## config.mk

```make
export PLATFORM = sky130hd
export DESIGN_NAME = idxp_window_port
export DESIGN_NICKNAME = d
export VERILOG_FILES = /design/src/rtl/idxp_pkg.sv /design/src/rtl/idxp_size_check.sv /design/src/rtl/idxp_lane_order.sv /design/src/rtl/idxp_seq.sv /design/src/rtl/idxp_window_port.sv
export SDC_FILE = /design/constraint.sdc
export NUM_CORES = 1
export LEC_CHECK = 0
export BUFFER_PORTS_ARGS = -buffer_cell sky130_fd_sc_hd__buf_4
export CAP_MARGIN = 20
export CORE_UTILIZATION = 45
export DETAILED_ROUTE_END_ITERATION = 7
export GPL_TIMING_DRIVEN = 0
export PLACE_DENSITY = 0.8
export SLEW_MARGIN = 20
export SYNTH_ARGS = -nofsm -noshare
export SYNTH_HDL_FRONTEND = slang
export SYNTH_SLANG_ARGS = --single-unit
```

## constraint.sdc

```tcl
create_clock -name clk -period 3 [get_ports clk]
set_clock_uncertainty 0.2 [all_clocks]
set_input_delay 0.15 -clock clk [delete_from_list [all_inputs] [get_ports clk]]
set_output_delay 0.15 -clock clk [all_outputs]
set_load 0.005 [all_outputs]
```

## src/rtl/idxp_pkg.sv

```systemverilog
package idxp_pkg;

   typedef enum logic [1:0] {
      TGT_INDEX = 2'd0,
      TGT_CFG   = 2'd1,
      TGT_IO    = 2'd2,
      TGT_NONE  = 2'd3
   } tgt_e;

   typedef enum logic [1:0] {
      ST_IDLE  = 2'd0,
      ST_ISSUE = 2'd1,
      ST_WAIT  = 2'd2,
      ST_RESP  = 2'd3
   } seq_e;

endpackage

```

## src/rtl/idxp_size_check.sv

```systemverilog
module idxp_size_check #(
   parameter int LANES = 4,
   parameter int OFF_W = 2,
   parameter int SZ_W  = 2
) (
   input  logic [OFF_W-1:0] off,
   input  logic [SZ_W-1:0]  size,
   input  logic             whole_only,
   output logic             legal
);

   always_comb begin
      int nb;
      logic [OFF_W-1:0] mask;
      nb   = 1 << size;
      mask = '0;
      if (nb > LANES) begin
         legal = 1'b0;
      end else if (whole_only) begin
         legal = (nb == LANES);
      end else begin
         mask  = OFF_W'(nb - 1);
         legal = ((off & mask) == '0);
      end
   end

endmodule

```

## src/rtl/idxp_lane_order.sv

```systemverilog
module idxp_lane_order #(
   parameter int DATA_W = 32,
   parameter int SZ_W   = 2,
   localparam int LANES = DATA_W / 8
) (
   input  logic [DATA_W-1:0] din,
   input  logic [SZ_W-1:0]   size,
   input  logic              swap,
   output logic [DATA_W-1:0] dout
);

   for (genvar i = 0; i < LANES; i++) begin : g_lane
      logic [7:0] lane_b;
      always_comb begin
         int n;
         int src;
         n = 1 << size;
         if (n > LANES) n = LANES;
         src    = swap ? (n - 1 - i) : i;
         lane_b = '0;
         if (i < n) lane_b = din[src*8 +: 8];
      end
      assign dout[i*8 +: 8] = lane_b;
   end

endmodule

```

## src/rtl/idxp_seq.sv

```systemverilog
module idxp_seq
   import idxp_pkg::*;
(
   input  logic clk,
   input  logic rst_n,
   input  logic s_valid,
   input  logic s_write,
   input  logic local_only,
   input  logic d_ready,
   input  logic d_rvalid,
   output logic accept,
   output logic d_valid,
   output logic capture,
   output logic s_ready
);

   seq_e state_q, state_d;
   logic wr_q;

   assign accept  = (state_q == ST_IDLE) && s_valid;
   assign capture = (state_q == ST_WAIT) && d_rvalid;
   assign d_valid = (state_q == ST_ISSUE);
   assign s_ready = (state_q == ST_RESP);

   always_comb begin
      state_d = state_q;
      case (state_q)
         ST_IDLE:  if (s_valid) state_d = local_only ? ST_RESP : ST_ISSUE;
         ST_ISSUE: if (d_ready) state_d = wr_q ? ST_RESP : ST_WAIT;
         ST_WAIT:  if (d_rvalid) state_d = ST_RESP;
         default:  state_d = ST_IDLE;
      endcase
   end

   always_ff @(posedge clk or negedge rst_n) begin
      if (!rst_n) begin
         state_q <= ST_IDLE;
         wr_q    <= 1'b0;
      end else begin
         state_q <= state_d;
         if (accept) wr_q <= s_write;
      end
   end


   ready_pulse_chk: assert property (@(posedge clk) disable iff (!rst_n)
      s_ready |=> !s_ready);


   ready_excl_chk: assert property (@(posedge clk) disable iff (!rst_n)
      d_valid |-> !s_ready);


   rd_hold_chk: assert property (@(posedge clk) disable iff (!rst_n)
      (state_q == ST_WAIT && !d_rvalid) |=> !s_ready);

endmodule

```

## src/rtl/idxp_window_port.sv

```systemverilog
module idxp_window_port
   import idxp_pkg::*;
#(
   parameter int ADDR_W = 32,
   parameter int DATA_W = 32,
   localparam int LANES = DATA_W / 8,
   localparam int OFF_W = $clog2(LANES),
   localparam int SZ_W  = $clog2($clog2(LANES) + 2)
) (
   input  logic              clk,
   input  logic              rst_n,
   input  logic              s_valid,
   input  logic              s_write,
   input  logic [1:0]        s_tgt,
   input  logic [OFF_W-1:0]  s_off,
   input  logic [SZ_W-1:0]   s_size,
   input  logic [DATA_W-1:0] s_wdata,
   output logic              s_ready,
   output logic [DATA_W-1:0] s_rdata,
   output logic              s_err,
   output logic              d_valid,
   input  logic              d_ready,
   output logic              d_write,
   output logic              d_io,
   output logic [ADDR_W-1:0] d_addr,
   output logic [SZ_W-1:0]   d_size,
   output logic [DATA_W-1:0] d_wdata,
   input  logic              d_rvalid,
   input  logic [DATA_W-1:0] d_rdata
);

   localparam int WORD_SZ = $clog2(LANES);

   if (DATA_W % 8 != 0 || LANES < 2 || (LANES & (LANES - 1)) != 0) begin : g_bad_data_w
      $error("DATA_W must be a power-of-two number of bytes, at least 2");
   end
   if (ADDR_W > DATA_W || ADDR_W <= OFF_W) begin : g_bad_addr_w
      $error("ADDR_W must fit the data path and exceed the offset width");
   end

   tgt_e tgt;
   logic is_index, is_data, legal, local_only;
   logic accept, capture;
   logic [DATA_W-1:0] wr_lanes, rd_lanes;

   logic [ADDR_W-1:0] idx_q;
   logic [DATA_W-1:0] rdata_q;
   logic              err_q;
   logic              write_q, io_q;
   logic [ADDR_W-1:0] addr_q;
   logic [SZ_W-1:0]   size_q;
   logic [DATA_W-1:0] wdata_q;

   assign tgt        = tgt_e'(s_tgt);
   assign is_index   = (tgt == TGT_INDEX);
   assign is_data    = (tgt == TGT_CFG) || (tgt == TGT_IO);
   assign local_only = !(is_data && legal);

   idxp_size_check #(.LANES(LANES), .OFF_W(OFF_W), .SZ_W(SZ_W)) i_size_check (
      .off        (s_off),
      .size       (s_size),
      .whole_only (is_index),
      .legal      (legal)
   );

   idxp_lane_order #(.DATA_W(DATA_W), .SZ_W(SZ_W)) i_wr_order (
      .din  (s_wdata),
      .size (s_size),
      .swap (tgt == TGT_IO),
      .dout (wr_lanes)
   );

   idxp_lane_order #(.DATA_W(DATA_W), .SZ_W(SZ_W)) i_rd_order (
      .din  (d_rdata),
      .size (size_q),
      .swap (io_q),
      .dout (rd_lanes)
   );

   idxp_seq i_seq (
      .clk        (clk),
      .rst_n      (rst_n),
      .s_valid    (s_valid),
      .s_write    (s_write),
      .local_only (local_only),
      .d_ready    (d_ready),
      .d_rvalid   (d_rvalid),
      .accept     (accept),
      .d_valid    (d_valid),
      .capture    (capture),
      .s_ready    (s_ready)
   );

   always_ff @(posedge clk or negedge rst_n) begin
      if (!rst_n) begin
         idx_q   <= '0;
         rdata_q <= '0;
         err_q   <= 1'b0;
         write_q <= 1'b0;
         io_q    <= 1'b0;
         addr_q  <= '0;
         size_q  <= '0;
         wdata_q <= '0;
      end else if (accept) begin
         write_q <= s_write;
         io_q    <= (tgt == TGT_IO);
         addr_q  <= {idx_q[ADDR_W-1:OFF_W], s_off};
         size_q  <= s_size;
         wdata_q <= wr_lanes;
         if (!local_only) begin
            rdata_q <= '0;
            err_q   <= 1'b0;
         end else if (is_index && legal) begin
            err_q <= 1'b0;
            if (s_write) begin
               idx_q   <= s_wdata[ADDR_W-1:0];
               rdata_q <= '0;
            end else begin
               rdata_q <= DATA_W'(idx_q);
            end
         end else begin
            err_q   <= 1'b1;
            rdata_q <= '1;
         end
      end else if (capture) begin
         rdata_q <= rd_lanes;
      end
   end

   assign s_rdata = rdata_q;
   assign s_err   = err_q;
   assign d_write = write_q;
   assign d_io    = io_q;
   assign d_addr  = addr_q;
   assign d_size  = size_q;
   assign d_wdata = wdata_q;


   d_hold_chk: assert property (@(posedge clk) disable iff (!rst_n)
      (d_valid && !d_ready) |=> (d_valid && $stable(d_addr) && $stable(d_size)
                                 && $stable(d_write) && $stable(d_io) && $stable(d_wdata)));


   d_addr_chk: assert property (@(posedge clk) disable iff (!rst_n)
      d_valid |-> (d_addr[ADDR_W-1:OFF_W] == idx_q[ADDR_W-1:OFF_W]));


   d_legal_chk: assert property (@(posedge clk) disable iff (!rst_n)
      d_valid |-> (((int'(d_addr[OFF_W-1:0]) & ((1 << d_size) - 1)) == 0)
                   && ((1 << d_size) <= LANES)));


   err_fill_chk: assert property (@(posedge clk) disable iff (!rst_n)
      (s_ready && s_err) |-> (&s_rdata));


   idx_move_chk: assert property (@(posedge clk) disable iff (!rst_n)
      !$stable(idx_q) |-> $past(accept && s_write && (s_tgt == 2'd0)
                                && (s_size == SZ_W'(WORD_SZ))));

endmodule

```

==> results of run 1 <==
-- registers in the layout, indices dropped and copies added, names as in the netlist --
name           count
d_addr            32
d_wdata           32
idx_q             32
s_rdata           32
d_size             2
i_seq.state_q      2
d_io               1
i_seq.wr_q         1
s_err              1
-- repair_timing --
item | CTS | global route
cloned | 0 | 0
buffers inserted | 3 | 3
pin swaps | 1 | 1
endpoints found under the hold margin | 212 | 0
gates resized for setup | 9 | 6
setup endpoints to repair | 16 | 16
hold buffers | 49 | 0
-- metrics by stage --
step	setup WS, ns	hold slack [ns]	power (µW)	cells	utilization, %
2_1_floorplan	0.006728	-0.3456	5045	736	-
3_3_place_gp	-0.5395	0.1891	6894	1125	56.74
3_5_place_dp	-0.5647	-0.08779	6996	1126	56.97
4_1_cts	0.01346	0.001451	9369	1209	64.58
5_1_grt	-0.003853	0.02618	9980	1212	64.79
6_report	0.08418	0.0001397	9486	1212	64.79
-- layout by cell type, fill, tap and decap left out, types with 6 or more instances in the layout --
master         instances
buf_4                187
o22ai_1               24
ha_1                  13
or2_2                  9
mux2i_1               28
inv_1                 21
a22oi_1               20
nor2_1                18
buf_2                  6
nand2_1              182
clkbuf_16             17
a32o_1                16
nand2b_1              13
o211ai_1               7
mux4_2                 8
mux2_2                11
a21oi_1               54
o2111ai_1              8
buf_1                  7
o21ai_0               32
dlygate4sd3_1         49
dfrtp_1              135
o31ai_1               10
a31oi_1                8
clkbuf_1              29
mux2_1                21
-- worst reg2reg max path: cells and delay by family (launching register included) --
kind | cells | cell delay (ns)
buffers and inverters | 5 | 0.74
AO/OA/AOI/OAI | 2 | 0.30
adder cells (fa/ha/maj) | 1 | 0.24
AND/OR/NAND/NOR | 2 | 0.40
flip-flops | 1 | 0.38
multiplexers | 1 | 0.51
-- kinds of logic after synthesis --
| kind of cell | Yosys count |
|---|---|
| AOI/OAI and AO/OA | 200 |
| DFF | 135 |
| buffers and inverters | 77 |
| xor gates and xnor gates | 2 |
| and+or+nand+nor | 240 |
| muxes | 68 |
| other | 1 |
| adders and majority gates | 13 |
-- final cells by class --
cell class              instances  area (µm²)  share of cell area [%]
multi-input cells             524        3349                   33.88
well taps                     211       264.0                   2.671
clock inverters                13       178.9                   1.810
repair buffers                234        1907                   19.29
inverters                      22       85.08                  0.8607
clock buffers                  19       442.9                   4.480
flip-flops and latches        135        3378                   34.17
plain buffers                  54       280.3                   2.835
-- layer usage --
metal,vias up,global-route usage (%),share of wire [%]
met4,0,15.27,3.9
met2,412,50.29,47
met3,69,7.538,8.1
li1,3130,-,-
met5,-,0,0
met1,3404,41.36,41
-- worst paths after layout --
kind	end	slack, ns	cells past startpoint
max in group asynchronous	s_rdata[19]	1.83	3
min in group asynchronous	d_wdata[22]	0.05	2
worst max-delay path	s_rdata[6]	0.08	11
worst min-delay path	s_rdata[0]	0.0001	4
worst min register to register	d_wdata[8]	0.28	2
worst max register to register	s_rdata[6]	0.08	11
-- power groups by stage --
stage                     combinational, µW  clock [µW]  sequential, µW
after floorplan                        1980           0            3060
after global placement                 3710           0            3180
after detailed placement               3800           0            3190
after CTS                              3970        2220            3170
after global routing                   4410        2310            3260
final                                  4060        2220            3200
==> run metrics, run 1 <==
clk buf depth 2; routed vias 7015; Seq pwr share 33.7%; Synth cell types 43; H-Tree Level Count 4; DR pass1 iterations 5; main combinational cell family by area after synthesis compound AO/OA/AOI/OAI gates; Synth Register Bits 135; Pins Over Slew Limit 0; die area 16190 µm²; Final period util 97.19%; Final nets 1077; GR Util All Layers 31.82%; XOR/XNOR share of the synthesized area 0.2482%; Num CTS Buffers 17; total negative slack 0 ns; Avg Vias per Cell 5.788; Synth Area in Adders 2.305%; syn_area_per_cell 9.590 µm²; Logic pwr share 42.8%; post-synth top area share 47.86%; Initial Utilization 46.26%; critical path launch point d_size[1]; design area 9886 µm²; Simple-Gate Fraction of Synth Area 14.31%; IO buf count 178; CP startpoint kind register; Clk pwr share 23.4%; largest net degree at the start of global routing 76; Synth warnings 0; Ant. Diodes 0; synthesized area 7058 µm²; CP Capture Type register; fraction of layout cells with a size suffix above 1 27.07%; Filler Cell Count 1202; PwrDens 959.6 nW/µm²; Switching Power 3504 µW; clock-pin slew of the registers on the worst-case setup and hold paths 0.06 ns; GR Overflow Total 0; area growth from synthesis to layout 40.06%; Die Span Y 127.2 µm; final setup fails 0; Bufs and invs on worst path 5; most used cell, CP buf_4; cells after synthesis 736; biggest area consumer among synthesized cells dfrtp_1; Peak VDD IR 0.0004799 V; post-layout min period 2.916 ns; GPL Wtd Cong 0.9256; Worst R2R Start d_size[1]; Hold Crit Start d_rdata[0]; final hold vios 0; mux contribution to synthesized area 11.63%; Area after DPL 8693 µm²; Top FF cell, synth dfrtp_1; Min-Delay Path Class in2reg; number of global-route vias before repair 6728; worst-path cell chain buf_4 -> or2_4 -> inv_4 -> ha_1 -> buf_4 -> nor2b_2 -> buf_6 -> buf_8 -> mux4_2 -> a22oi_1 -> o21ai_0; status finished clean; CTS root buf clkbuf_16; LEAKAGE 0.004870 µW; Detail Route Antenna Nets 0; Wirelength per Cell 20.82 µm; Sw Share 36.94%; drt initial violations 670; total of max-cap violations 0; cell with the largest stage delay on the worst path mux4_2; most frequent cell after synthesis nand2_1; Worst Path Required 3.09 ns; Synth async-reset ratio 100.0%; Crit path max-delay family buffers and inverters; Worst Path Arrival 3.01 ns; largest fanout on the critical path 10; global-route wire length before repair 38.30 mm; Compound-Gate Fraction of Synth Area 18.60%; antenna violations before repair 0; hpwl dp 18.21 mm; CP Class reg2reg; top post-synthesis cells by area dfrtp_1 48%, nand2_1 9.7%, mux2i_1 4.0%, a21oi_1 3.8%, mux2_1 3.4%; Worst path max stage delay 0.51 ns; worst skew pair latency 0.42 ns; Die W 127.2 µm; CTS tree built; Core Area 15260 µm²; Commonest cells post-synth 182 x nand2_1, 135 x dfrtp_1, 54 x a21oi_1, 32 x o21ai_0, 31 x clkbuf_1; final WL 25.23 mm; drt drc 0; Int Power 5982 µW; fmax 0.3430 GHz; Post-synth EDFFs 0; register area share after synthesis 47.86%; IO Pins 179; Syn Nets 825; worst slew pin tran 0.8555 ns; Site Rows 45; relative slew slack 42.97%; Clock Sinks 135
No activity file was read; power rests on OpenSTA's default activity.
==> inputs of run 2 (changes only) <==
CAP_MARGIN = 5   (was 20)
PLACE_DENSITY = 0.77   (was 0.8)
clock period = 2.7 ns   (was 3 ns; I/O delays follow)
==> run metrics, run 2 (synthesis results as in run 1) <==
antenna violations before repair 0 (unchanged); Min-Delay Path Class in2async; hpwl dp 18.13 mm (-0.45%); Area after DPL 8756 µm² (+0.72%); Switching Power 4048 µW (+16%); largest net degree at the start of global routing 92 (+21%); IO buf count 178 (unchanged); overall power 11040 µW (+16%); flop-to-flop setup slack 0.03 ns (-0.05 ns); drt drc 0 (unchanged); final hold vios 0 (unchanged); GPL Wtd Cong 0.9741 (+5.2%); worst skew pair latency 0.42 ns (about the same); Worst Path Arrival 2.76 ns (-0.25 ns); Initial Utilization 46.26% (unchanged); Logic pwr share 44.4% (+1.6 points); critical path launch point d_size[1]; CP Class reg2reg; Core Area 15260 µm² (unchanged); final setup fails 0 (unchanged); CP startpoint kind register; Worst Path Required 2.79 ns (-0.30 ns); H-Tree Level Count 4 (unchanged); routed vias 7043 (+0.40%); PwrDens 1089 nW/µm² (+14%); clock-pin slew of the registers on the worst-case setup and hold paths 0.06 ns (about the same); most frequent cells in the layout 191 x buf_4, 182 x nand2_1, 135 x dfrtp_1, 54 x a21oi_1, 51 x dlygate4sd3_1; Worst R2R Start d_size[1]; GR Util All Layers 31.66% (-0.15 points); Site Rows 45 (unchanged); Die W 127.2 µm (unchanged); area growth from synthesis to layout 43.63%; status finished clean; Util after Layout 66.44% (+1.6 points); Seq pwr share 32.1% (-1.6 points); CTS root buf clkbuf_16; Bufs and invs on worst path 5 (unchanged); drt initial violations 725 (+8.2%); post-layout min period 2.671 ns (-0.2450 ns); Int Power 6995 µW (+17%); Peak VDD IR 0.0005261 V (+9.6%); RSZ-0062 raised after global routing yes; Num CTS Buffers 17 (unchanged); die area 16190 µm² (unchanged); most common cell after layout, fill and taps aside buf_4; LEAKAGE 0.004952 µW (+1.7%); cell with the largest stage delay on the worst path mux4_2; design area 10140 µm² (+2.5%); fmax 0.3744 GHz (+9.2%); relative slew slack 42.55% (-0.42 points); worst slew pin tran 0.8618 ns (+0.006268 ns); Detail Route Antenna Nets 0 (unchanged); most used cell, CP buf_8; Worst path max stage delay 0.54 ns (+0.03 ns); Crit path max-delay family buffers and inverters; Ant. Diodes 0 (unchanged); Clock Sinks 135 (unchanged); Sw Share 36.66% (-0.28 points); final WL 25.02 mm (-0.84%); CP Capture Type register; CTS tree built; number of global-route vias before repair 6831 (+1.5%); global-route wire length before repair 38.12 mm (-0.47%); largest fanout on the critical path 8 (-2); GR Overflow Total 0 (unchanged); Filler Cell Count 1236 (+2.8%); clk buf depth 2 (unchanged); worst-path cell chain buf_6 -> or2_4 -> clkinv_4 -> ha_4 -> buf_8 -> nor2b_4 -> buf_8 -> buf_8 -> mux4_2 -> a22oi_2 -> o21ai_1; Pins Over Slew Limit 0 (unchanged); total of max-cap violations 0 (unchanged); Wirelength per Cell 20.46 µm (-1.7%); DR pass1 iterations 5 (unchanged); IO Pins 179 (unchanged); Avg Vias per Cell 5.759 (-0.50%); Final nets 1088 (+1.0%); Clk pwr share 23.5% (about the same); Die Span Y 127.2 µm (unchanged); Final period util 98.92% (+1.7 points); fraction of layout cells with a size suffix above 1 28.36% (+1.3 points)
-- run 2: changes by cell type in the layout (fill, tap and decap cells not counted), moves of 4 or more --
cell and change:
buf_4 +4, inv_6 +4, o21ai_0 -8, o21ai_1 +8
-- run 2: path summary, 6_finish.rpt --
path	to	depth (start not counted)
worst min register to register	d_addr[3]	2
worst max-delay path	s_rdata[6]	11
max in group asynchronous	idx_q[4]	3
min in group clk	s_rdata[3]	4
worst min-delay path	s_rdata[28]	2
worst max register to register	s_rdata[6]	11
-- run 2: worst register-to-register path, delay by kind of cell (launching register included) --
kind                     cells  cell delay (ns)
buffers and inverters        5             0.58
multiplexers                 1             0.54
AND/OR/NAND/NOR              2             0.39
flip-flops                   1             0.38
AO/OA/AOI/OAI                2             0.23
adder cells (fa/ha/maj)      1             0.20
-- run 2: layer usage --
| metal | track usage, % | share of wire (%) | vias to the layer above |
|---|---|---|---|
| met5 | 0 | 0 | - |
| met4 | 13.73 | 3.6 | 0 |
| met3 | 6.323 | 8.7 | 62 |
| met2 | 49.52 | 46 | 435 |
| met1 | 42.99 | 42 | 3391 |
| li1 | - | - | 3155 |
-- run 2: repair_timing --
item / CTS / global route
gates resized for setup: 12 / 13
endpoints found under the hold margin: 216 / 0
hold buffers: 51 / 0
endpoints found under the setup margin: 16 / 17
setup buffers: 9 / 6
pin swaps: 5 / 6
-- run 2: layout make-up --
cell class	instances	area (µm²)	share of cell area (%)
buffer	54	305.3	3.012
clock buffer	18	429.2	4.234
multi-input combinational	524	3422	33.76
clock inverter	14	219.0	2.160
timing repair buffer	245	2032	20.04
inverter	22	87.58	0.8640
sequential	135	3378	33.33
tap	211	264.0	2.604
-- run 2: through the flow --
step / hold WS, ns / cells / worst slack [ns] / TNS [ns]
final: 0.01043 / 1223 / 0.02918 / 0
after global routing: 0.02957 / 1223 / -0.03711 / -0.1558
after CTS: 0.001138 / 1217 / 0.001073 / 0
after detailed placement: -0.1372 / 1126 / -0.2428 / -2.337
after global placement: 0.1662 / 1125 / -0.2238 / -1.974
after floorplan: -0.3606 / 736 / 0.01831 / 0
-- run 2: power by group through the flow --
stage	sequential, µW	clock (µW)	combinational (µW)
2_1_floorplan	3400	0	2340
3_3_place_gp	3540	0	4270
3_5_place_dp	3550	0	4390
4_1_cts	3530	2600	4660
5_1_grt	3620	2690	5320
6_report	3550	2590	4900
==> inputs of run 3 (changes only) <==
CORE_ASPECT_RATIO = 0.7   (was not set)
CTS_BUF_LIST = sky130_fd_sc_hd__clkbuf_2   (was not set)
GPL_TIMING_DRIVEN = not set   (was 0)
==> run metrics, run 3 (synthesis results as in run 1) <==
PwrDens 940.4 nW/µm² (-14%); Die W 151.7 µm (+19%); area of the multi-input gates 3377 µm² (-1.3%); Min Hold Slack 0.05728 ns (+0.04685 ns); relative slew slack 47.33% (+4.8 points); IO buf count 178 (unchanged); Worst R2R Path Depth 7 (-4); LEAKAGE 0.004868 µW (-1.7%); design area 9853 µm² (-2.8%); CP Class reg2reg; Initial Utilization 47.06% (+0.80 points); routed vias 7012 (-0.44%); hpwl dp 17.12 mm (-5.6%); flop-to-flop setup slack 0.11 ns (+0.08 ns); worst r2r dst s_rdata[10]; total negative slack 0 ns (unchanged); final worst setup slack 0.1131 ns (+0.08389 ns); Clock Sinks 135 (unchanged); Worst Path Required 3.11 ns (+0.32 ns); GR Util All Layers 31.44% (-0.22 points); Post-Layout Cell Count 1216 (-0.57%); Detail Route Antenna Nets 0 (unchanged); antenna violations before repair 0 (unchanged); final setup fails 0 (unchanged); Pins Over Slew Limit 0 (unchanged); largest fanout on the critical path 25 (+17); worst skew pair latency 0.68 ns (+0.26 ns); H-Tree Level Count 4 (unchanged); area growth from synthesis to layout 39.60%; Peak VDD IR 0.0004074 V (-23%); largest net degree at the start of global routing 68 (-26%); global-route wire length before repair 37.68 mm (-1.1%); Core Area 15000 µm² (-1.7%); critical path launch point i_seq.state_q[0]; CP Capture Type register; most common cell after layout, fill and taps aside buf_4; hold depth 3; fmax 0.3866 GHz (+3.2%); post-layout min period 2.587 ns (-0.08389 ns); Avg Vias per Cell 5.766 (+0.13%); Final period util 95.81% (-3.1 points); FF/Latch Area 3378 µm² (unchanged); met2 Use GR 43.99% (-5.5 points); drt initial violations 659 (-9.1%); number of global-route vias before repair 6664 (-2.4%); CTS tree built; CTS root buf clkbuf_2; most frequent cells in the layout 204 x buf_4, 182 x nand2_1, 135 x dfrtp_1, 100 x dlygate4sd3_1, 54 x a21oi_1; final WL 25.02 mm (about the same); pre-CTS worst setup slack 0.1174 ns (+0.3602 ns); grt met1 use 46.63% (+3.6 points); worst slew pin tran 0.7901 ns (-0.07170 ns); status finished clean; placed insts 1076 (-4.4%); drt drc 0 (unchanged); worst setup path end s_rdata[10]; Wirelength per Cell 20.57 µm (+0.58%); Num CTS Buffers 17 (unchanged); Die Span Y 106.8 µm (-16%); GR Util met3 7.787% (+1.5 points); fraction of layout cells with a size suffix above 1 26.84% (-1.5 points); Final nets 1097 (+0.83%); Area after DPL 8601 µm² (-1.8%); Min-Delay Path Class in2reg; IO Pins 179 (unchanged); die area 16200 µm² (about the same); clk buf depth 2 (unchanged); Site Rows 37 (-18%); Filler Cell Count 1199 (-3.0%); GPL Wtd Cong 0.9066 (-6.9%); total of max-cap violations 0 (unchanged); CP startpoint kind register; DR pass1 iterations 6 (+1); Worst Path Arrival 3.00 ns (+0.24 ns); clock-pin slew of the registers on the worst-case setup and hold paths 0.18 ns (+0.12 ns); final hold vios 0 (unchanged); Worst R2R Start i_seq.state_q[0]; GR peak layer met1; GR Overflow Total 0 (unchanged); Ant. Diodes 0 (unchanged)
==> run 3: changes by cell type in the layout (fill, tap and decap cells not counted), sizes merged <==
cell         change
dlygate4sd3     +49
inv              -3
bufinv           -5
clkbuf          -28
clkinvlp         -1
clkinv           +6
buf              -9
==> run 3: worst max-delay path: stages, from the launching register on <==
cell	delay, ns
dfrtp_1	0.44
inv_1	0.08
ha_1	0.26
nand2_2	0.29
buf_6	0.29
o2111ai_1	0.16
dlygate4sd3_1	0.62
a31oi_1	0.17
==> run 3: stage by stage <==
step	total power (µW)	utilization, %
floorplan	5740	-
global placement	7759	57.34
detailed placement	7828	57.34
CTS	9054	64.65
global route	9900	65.69
finish	9266	65.69
==> run 3: power by group <==
group	switching, µW	internal (µW)
sequential	693	2860
combinational	2300	2430
clock	738	238
total	3730	5530
==> run 3: repair_timing <==
item / CTS / global route
gates resized for setup: 0 / 3
setup endpoints to repair: 0 / 17
buffers inserted: 0 / 8
hold buffers: 93 / 7
endpoints found under the hold margin: 247 / 7
==> run 3: layer usage <==
metal | vias up | wire, µm
li1 | 3174 | -
met1 | 3310 | 10820
met2 | 464 | 10640
met3 | 64 | 2819
met4 | 0 | 737
met5 | - | 0
==> run 3: final cells by class <==
type                    count  share of cell area, %
flip-flops and latches    135                  34.29
multi-input cells         524                  34.27
repair buffers            308                  26.43
clock inverters            11                 0.6095
well taps                 195                  2.476
inverters                  22                 0.8635
clock buffers              21                  1.067
==> run 3: how the worst min path moves through the flow <==
stage / from / end / slack (ns)
final: s_wdata[23] / idx_q[23] / 0.06
after global routing: s_wdata[10] / idx_q[10] / 0.001
after CTS: s_wdata[12] / idx_q[12] / 0.005
after detailed placement: rst_n / d_addr[23] / -0.20
after global placement: rst_n / d_addr[22] / -0.20
after floorplan: rst_n / d_addr[0] / -0.36
